## src/rtl/tlb_pkg.sv

```systemverilog
// Shared encodings for the translation buffer.
package tlb_pkg;
    typedef enum logic [1:0] {
        ACC_FETCH = 2'd0,
        ACC_LOAD  = 2'd1,
        ACC_STORE = 2'd2,
        ACC_RSVD  = 2'd3
    } acc_e;

    typedef enum logic [1:0] {
        RES_MISS  = 2'd0,
        RES_HIT   = 2'd1,
        RES_FAULT = 2'd2
    } res_e;

    // Read flag in bit 0, write in bit 1, execute in bit 2.
    typedef struct packed {
        logic x;
        logic w;
        logic r;
    } perm_t;
endpackage

```

## src/rtl/tlb_tag_match.sv

```systemverilog
// Parallel tag comparator: flags every valid entry whose tag equals the key.
// Assumes the caller keeps tags unique among valid entries.
module tlb_tag_match #(
    parameter int N     = 8,
    parameter int VPN_W = 20
) (
    input  logic [N-1:0]            valid,
    input  logic [N-1:0][VPN_W-1:0] tags,
    input  logic [VPN_W-1:0]        key,
    output logic [N-1:0]            match
);
    for (genvar g = 0; g < N; g++) begin : g_cmp
        // One comparator per entry.
        assign match[g] = valid[g] && (tags[g] == key);
    end
endmodule

```

## src/rtl/tlb_first_set.sv

```systemverilog
// Priority encoder: index of the lowest set request bit.
// Assumes IDX_W is wide enough to hold N-1.
module tlb_first_set #(
    parameter int N     = 8,
    parameter int IDX_W = 3
) (
    input  logic [N-1:0]     req,
    output logic             found,
    output logic [IDX_W-1:0] idx
);
    // Scan downward so the lowest set bit wins.
    always_comb begin
        found = 1'b0;
        idx   = '0;
        for (int i = N - 1; i >= 0; i--) begin
            if (req[i]) begin
                found = 1'b1;
                idx   = IDX_W'(i);
            end
        end
    end
endmodule

```

## src/rtl/tlb_perm_check.sv

```systemverilog
// Access-kind permission test for a matched entry.
// Assumes the reserved kind code behaves like a load.
module tlb_perm_check (
    input  tlb_pkg::perm_t perm,
    input  logic [1:0]     kind,
    output logic           allow
);
    // Decode which flags the access kind needs.
    always_comb begin
        case (tlb_pkg::acc_e'(kind))
            tlb_pkg::ACC_FETCH: allow = perm.r && perm.x;
            tlb_pkg::ACC_STORE: allow = perm.w;
            default:            allow = perm.r;
        endcase
    end
endmodule

```

## src/rtl/tlb_mru.sv

```systemverilog
// Fully associative translation buffer with one recency bit per entry.
// Lookup results are registered one cycle after the request; fill and flush
// update state at the next edge. Assumes at most one of lk_valid, fill_valid
// and flush_valid is high per cycle, and N >= 2.
module tlb_mru #(
    parameter int N         = 8,
    parameter int VA_W      = 32,
    parameter int PA_W      = 32,
    parameter int PAGE_BITS = 12,
    parameter int CNT_W     = 16
) (
    input  logic                  clk,
    input  logic                  rst_n,
    input  logic                  lk_valid,
    input  logic [VA_W-1:0]       lk_vaddr,
    input  logic [1:0]            lk_kind,
    input  logic                  fill_valid,
    input  logic [VA_W-PAGE_BITS-1:0] fill_vpn,
    input  logic [PA_W-PAGE_BITS-1:0] fill_pfn,
    input  logic [2:0]            fill_perm,
    input  logic                  flush_valid,
    input  logic [VA_W-PAGE_BITS-1:0] flush_vpn,
    output logic                  res_valid,
    output logic [1:0]            res_status,
    output logic [PA_W-1:0]       res_paddr,
    output logic [CNT_W-1:0]      cnt_hit,
    output logic [CNT_W-1:0]      cnt_miss,
    output logic [CNT_W-1:0]      cnt_evict
);
    localparam int VPN_W = VA_W - PAGE_BITS;
    localparam int PFN_W = PA_W - PAGE_BITS;
    localparam int IDX_W = $clog2(N);
    localparam int OCC_W = $clog2(N + 1);

    logic [N-1:0]            v_q, v_d, mru_q, mru_d;
    logic [N-1:0][VPN_W-1:0] tag_q;
    logic [N-1:0][PFN_W-1:0] pfn_q;
    tlb_pkg::perm_t [N-1:0]  perm_q;

    logic [VPN_W-1:0] lk_vpn, mt_key;
    logic [N-1:0]     lk_hit_vec, mt_hit_vec;
    logic             lk_found, mt_found, free_found, vict_found, lk_allow;
    logic [IDX_W-1:0] lk_idx, mt_idx, free_idx, vict_idx, wr_idx;
    logic             wr_en, evict;
    logic [OCC_W-1:0] occ;
    logic             all_full, one_free;
    logic [CNT_W-1:0] cnt_sum;

    assign lk_vpn   = lk_vaddr[VA_W-1:PAGE_BITS];
    assign mt_key   = flush_valid ? flush_vpn : fill_vpn;
    assign all_full = &v_q;
    assign cnt_sum  = cnt_hit + cnt_miss;

    tlb_tag_match #(.N(N), .VPN_W(VPN_W)) u_lk_match (
        .valid(v_q), .tags(tag_q), .key(lk_vpn), .match(lk_hit_vec));
    tlb_tag_match #(.N(N), .VPN_W(VPN_W)) u_mt_match (
        .valid(v_q), .tags(tag_q), .key(mt_key), .match(mt_hit_vec));

    tlb_first_set #(.N(N), .IDX_W(IDX_W)) u_lk_enc (
        .req(lk_hit_vec), .found(lk_found), .idx(lk_idx));
    tlb_first_set #(.N(N), .IDX_W(IDX_W)) u_mt_enc (
        .req(mt_hit_vec), .found(mt_found), .idx(mt_idx));
    tlb_first_set #(.N(N), .IDX_W(IDX_W)) u_free_enc (
        .req(~v_q), .found(free_found), .idx(free_idx));
    tlb_first_set #(.N(N), .IDX_W(IDX_W)) u_vict_enc (
        .req(v_q & ~mru_q), .found(vict_found), .idx(vict_idx));

    tlb_perm_check u_perm (
        .perm(perm_q[lk_idx]), .kind(lk_kind), .allow(lk_allow));

    // Count occupied entries to spot the last free slot.
    always_comb begin
        occ = '0;
        for (int i = 0; i < N; i++) occ = occ + OCC_W'(v_q[i]);
        one_free = (occ == OCC_W'(N - 1));
    end

    // Next valid/recency state and the write slot for a fill.
    always_comb begin
        v_d    = v_q;
        mru_d  = mru_q;
        wr_en  = 1'b0;
        wr_idx = '0;
        evict  = 1'b0;
        if (flush_valid) begin
            if (mt_found) begin
                v_d[mt_idx]   = 1'b0;
                mru_d[mt_idx] = 1'b0;
            end
        end else if (fill_valid) begin
            wr_en = 1'b1;
            if (mt_found) begin
                wr_idx = mt_idx;
            end else if (all_full) begin
                wr_idx        = vict_found ? vict_idx : '0;
                evict         = 1'b1;
                v_d[wr_idx]   = 1'b1;
                mru_d[wr_idx] = 1'b0;
            end else begin
                if (one_free) mru_d = '0;
                wr_idx        = free_found ? free_idx : '0;
                v_d[wr_idx]   = 1'b1;
                mru_d[wr_idx] = 1'b0;
            end
        end else if (lk_valid && lk_found) begin
            if (all_full) mru_d = '0;
            mru_d[lk_idx] = 1'b1;
        end
    end

    // Valid and recency bits.
    always_ff @(posedge clk) begin
        if (!rst_n) begin
            v_q   <= '0;
            mru_q <= '0;
        end else begin
            v_q   <= v_d;
            mru_q <= mru_d;
        end
    end

    // Entry payload, written on fill; guarded by the valid bits.
    always_ff @(posedge clk) begin
        if (wr_en) begin
            tag_q[wr_idx]  <= fill_vpn;
            pfn_q[wr_idx]  <= fill_pfn;
            perm_q[wr_idx] <= tlb_pkg::perm_t'(fill_perm);
        end
    end

    // Registered lookup result.
    always_ff @(posedge clk) begin
        if (!rst_n) begin
            res_valid  <= 1'b0;
            res_status <= tlb_pkg::RES_MISS;
            res_paddr  <= '0;
        end else begin
            res_valid  <= lk_valid;
            res_status <= tlb_pkg::RES_MISS;
            res_paddr  <= '0;
            if (lk_valid && lk_found) begin
                if (lk_allow) begin
                    res_status <= tlb_pkg::RES_HIT;
                    res_paddr  <= {pfn_q[lk_idx], lk_vaddr[PAGE_BITS-1:0]};
                end else begin
                    res_status <= tlb_pkg::RES_FAULT;
                end
            end
        end
    end

    // Activity counters.
    always_ff @(posedge clk) begin
        if (!rst_n) begin
            cnt_hit   <= '0;
            cnt_miss  <= '0;
            cnt_evict <= '0;
        end else begin
            if (lk_valid && lk_found)  cnt_hit  <= cnt_hit + 1'b1;
            if (lk_valid && !lk_found) cnt_miss <= cnt_miss + 1'b1;
            if (evict)                 cnt_evict <= cnt_evict + 1'b1;
        end
    end

    AST_RES_LATENCY: assert property (@(posedge clk) disable iff (!rst_n)
        lk_valid |=> res_valid);
    AST_NOHIT_ZERO_ADDR: assert property (@(posedge clk) disable iff (!rst_n)
        (res_valid && res_status != 2'd1) |-> res_paddr == '0);
    AST_FULL_ONE_RECENT: assert property (@(posedge clk) disable iff (!rst_n)
        (&v_q) |-> $countones(mru_q) <= 1);
    AST_EVICT_WHEN_FULL: assert property (@(posedge clk) disable iff (!rst_n)
        (cnt_evict != $past(cnt_evict)) |-> $past(fill_valid && (&v_q)));
    AST_UNIQUE_TAG: assert property (@(posedge clk) disable iff (!rst_n)
        $onehot0(lk_hit_vec));
    AST_ONE_COUNT_STEP: assert property (@(posedge clk) disable iff (!rst_n)
        res_valid |-> cnt_sum == CNT_W'($past(cnt_sum) + 1'b1));
endmodule

```

## config.mk

```make
export PLATFORM = sky130hd
export DESIGN_NAME = tlb_mru
export DESIGN_NICKNAME = d
export VERILOG_FILES = /design/src/rtl/tlb_pkg.sv /design/src/rtl/tlb_tag_match.sv /design/src/rtl/tlb_first_set.sv /design/src/rtl/tlb_perm_check.sv /design/src/rtl/tlb_mru.sv
export SDC_FILE = /design/constraint.sdc
export NUM_CORES = 1
export LEC_CHECK = 0
export ABC_AREA = 0
export BUFFER_PORTS_ARGS = -buffer_cell sky130_fd_sc_hd__buf_2
export CAP_MARGIN = 30
export CORE_MARGIN = 3
export CORE_UTILIZATION = 47
export DETAILED_ROUTE_END_ITERATION = 6
export GPL_TIMING_DRIVEN = 0
export PLACE_DENSITY = 0.71
export SLEW_MARGIN = 20
export SYNTH_ARGS = -nofsm -noshare
export SYNTH_HDL_FRONTEND = slang
export SYNTH_SLANG_ARGS = --single-unit
```

## constraint.sdc

```tcl
create_clock -name clk -period 11.5 [get_ports clk]
set_clock_uncertainty 0.15 [all_clocks]
set_input_delay 2.3 -clock clk [delete_from_list [all_inputs] [get_ports clk]]
set_output_delay 2.3 -clock clk [all_outputs]
set_load 0.02 [all_outputs]
```

==> impl_metrics.json <==
{
  "synthFlopType": "edfxtp_1",
  "rows": 77,
  "criticalPathCategory": "in -> reg",
  "yosysSeqAreaShare": 0.574,
  "cts_buffer_depth": 3,
  "combPwrFrac": 0.071,
  "synth_top_area_cell": "edfxtp_1",
  "pwr-share-clk": 0.454,
  "synthTopCellsByCount": "344 x edfxtp_1, 231 x xnor2_1, 157 x nand2_1",
  "endpoint_kind": "flip-flop",
  "finalSetupViolations": 0,
  "setup_ws_ns": 4.58,
  "critPathLaunchType": "primary input",
  "crit_top_cell": "buf_2",
  "worstSkewPairLatency_ns": 0.59,
  "dieArea_um2": 48200,
  "p_sw_frac": 0.225,
  "synth_nets": 1865,
  "routed-via-count": 15500,
  "async_flop_share": 0,
  "cts_tree": "built",
  "track_usage": 0.270,
  "ys_ff_latch": 443,
  "synthAdderAreaFrac": 0.00840,
  "nFillCells": 3714,
  "area_growth_pct": 16.6,
  "synth-edff-count": 344,
  "fin_crit_sh": 0.601,
  "muxShareOfSynthArea": 0.0323,
  "ir_drop_uv": 91.8,
  "fp.dieH_um": 220,
  "use_met3": 0.0513,
  "tightest_slew_ns": 1.06,
  "yosysMostFrequentCell": "edfxtp_1",
  "hold_violations": 0,
  "cp.required_ns": 11.63,
  "place_ws_ns": 4.10,
  "drive_gt1_frac": 0.187,
  "cts_root_buffer": "clkbuf_16",
  "fin_total_pwr_w": 0.00365,
  "drtIter0Drc": 2085,
  "core-area_um2": 44600,
  "switchingPower_w": 0.000821,
  "synth_compound_area_frac": 0.0654,
  "syn_inst": 1751,
  "cp_max_fo": 10,
  "globalplace.congestion": 0.976,
  "netlist.area_leader.share": 0.482,
  "io_pins": 185,
  "intPower_w": 0.00283,
  "max_slew_margin": 0.281,
  "fmaxAchievable_mhz": 145,
  "grt_max_degree": 44,
  "status": "complete, no violations",
  "cts.sinks": 443,
  "cts_buffers": 49,
  "power.leakage_nw": 8.53,
  "grt_pass1_vias": 15100,
  "yosys.area_share.simple": 0.154,
  "initial_core_util": 0.481,
  "rsz0062_at_grt": "no",
  "drc": 0,
  "cts_hold_buf": 0,
  "wirelength_um": 65700,
  "cap_violations": 0,
  "drv_slew": 0,
  "fin_crit_ns": 6.92,
  "via_per_inst": 5.89,
  "io_buffers": 163,
  "hold_ws_ns": 0.347,
  "die_x_um": 220,
  "syn_area_per_cell_um2": 12.2,
  "grt_util_met2": 0.430,
  "post-dp-hpwl_um": 46000,
  "slowest_delay_ns": 0.67,
  "hp-class": "reg -> reg",
  "powerDensity_nw_per_um2": 146,
  "grt_antenna_before_repair": 2,
  "critical_path_arrival_ns": 7.05,
  "use_met1": 0.371,
  "crit_family": "buffers and inverters",
  "finalSetupTns_ns": 0,
  "crit_slowest_cell": "mux2i_4",
  "yosysUniqueCellTypes": 81,
  "grt.overflow.total": 0,
  "syn_area_um2": 21400,
  "cts_setup_buffers": 0,
  "wl_per_cell_um": 25.0,
  "h-tree-depth": 2,
  "synthTopCellsByArea": "edfxtp_1 48%, xnor2_1 9.4%, dfxtp_1 9.2%",
  "synth_xor_area_frac": 0.141,
  "grt_first_pass_wirelength_um": 95700,
  "utilization": 0.560,
  "busiest_layer": "met2",
  "ant_nets": 0,
  "synth_top_family_by_area": "simple AND/OR/NAND/NOR gates",
  "cts_resized": 0,
  "crit_buf_inv": 7,
  "ys_warn_count": 0,
  "seqPwrFrac": 0.476,
  "worstPathCellList": "buf_2 > buf_6 > buf_8 > mux2i_4 > xor2_1 > nand4_1 > nor4_1 > buf_2 > a211oi_1 > o22ai_1 > a21oi_1 > o22ai_2 > a21oi_2 > nor4_2 > buf_2 > buf_2 > buf_2",
  "nets": 2110,
  "drtPass1Iterations": 5,
  "path_clk_slew_ns": 0.06
}
-- worst min-delay path: cells and delay by family, from the launching register on --
kind,cells,cell delay (ns)
AOI/OAI and AO/OA,1,0.05
DFF,1,0.34
and+or+nand+nor,1,0.07
-- state kept, by name (all words and copies together) (netlist names) --
signal	flops
cnt_hit	16
res_status	2
res_paddr	32
pfn_q	160
mru_q	8
cnt_evict	16
tag_q	160
res_valid	1
perm_q	24
v_q	8
cnt_miss	16
-- layout make-up --
cell class	count	area [um^2]	area share
inverter	32	120	0.00481
tap	592	741	0.0296
clock inverter	21	302	0.0121
antenna	3	7.51	0.000300
clock buffer	70	1410	0.0563
buffer	67	400	0.0160
sequential	443	12300	0.493
multi-input combinational	1209	8650	0.346
timing repair buffer	194	1050	0.0421
-- cells in the final DEF, fill, tap and decap left out, types with 22 or more instances in the layout --
| master | instances |
|---|---|
| nand4_1 | 67 |
| a22oi_1 | 22 |
| nor2_1 | 91 |
| xor2_1 | 112 |
| xnor2_1 | 231 |
| buf_2 | 177 |
| nand2_1 | 157 |
| nor3_2 | 23 |
| nor3_1 | 25 |
| edfxtp_1 | 344 |
| nand3_1 | 33 |
| buf_4 | 28 |
| dfxtp_1 | 99 |
| inv_1 | 32 |
| mux2i_1 | 28 |
| a21oi_1 | 61 |
| o21ai_0 | 37 |
| clkbuf_1 | 46 |
| clkbuf_16 | 50 |
| nor4_1 | 55 |
-- kinds of logic after synthesis --
family          count (synthesis)
xor+xnor                      344
mux                            50
simple gates                  593
fa+ha+maj                      12
flops                         443
compound gates                210
buf+inv                        99
-- stage by stage --
step | cell area, um^2 | instances
4_1_cts | 25000 | 2627
2_1_floorplan | 21400 | 1751
3_3_place_gp | 23000 | 2506
6_report | 25000 | 2631
5_1_grt | 25000 | 2628
3_5_place_dp | 23300 | 2536
-- worst paths after layout --
path / slack [ns] / endpoint / start / cells past startpoint
max: 4.58 / tag_q[51] / flush_valid / 17
min reg2reg: 0.35 / mru_q[6] / mru_q[6] / 2
min: 0.35 / mru_q[6] / mru_q[6] / 2
max reg2reg: 6.82 / mru_q[4] / v_q[1] / 14
-- metal layers --
metal,up-vias,wire (um)
met2,799,29900
met4,0,2280
met5,-,0
met3,150,6250
li1,6919,-
met1,7623,27300
-- power groups by stage --
stage,clock network [W],logic (W),registers (W)
after global placement,0,0.000247,0.00177
after global routing,0.00174,0.000271,0.00174
after floorplan,0,0.000147,0.00177
after detailed placement,0,0.000251,0.00177
after CTS,0.00168,0.000253,0.00174
final,0.00166,0.000258,0.00174
No activity file was read; power rests on OpenSTA's default activity.
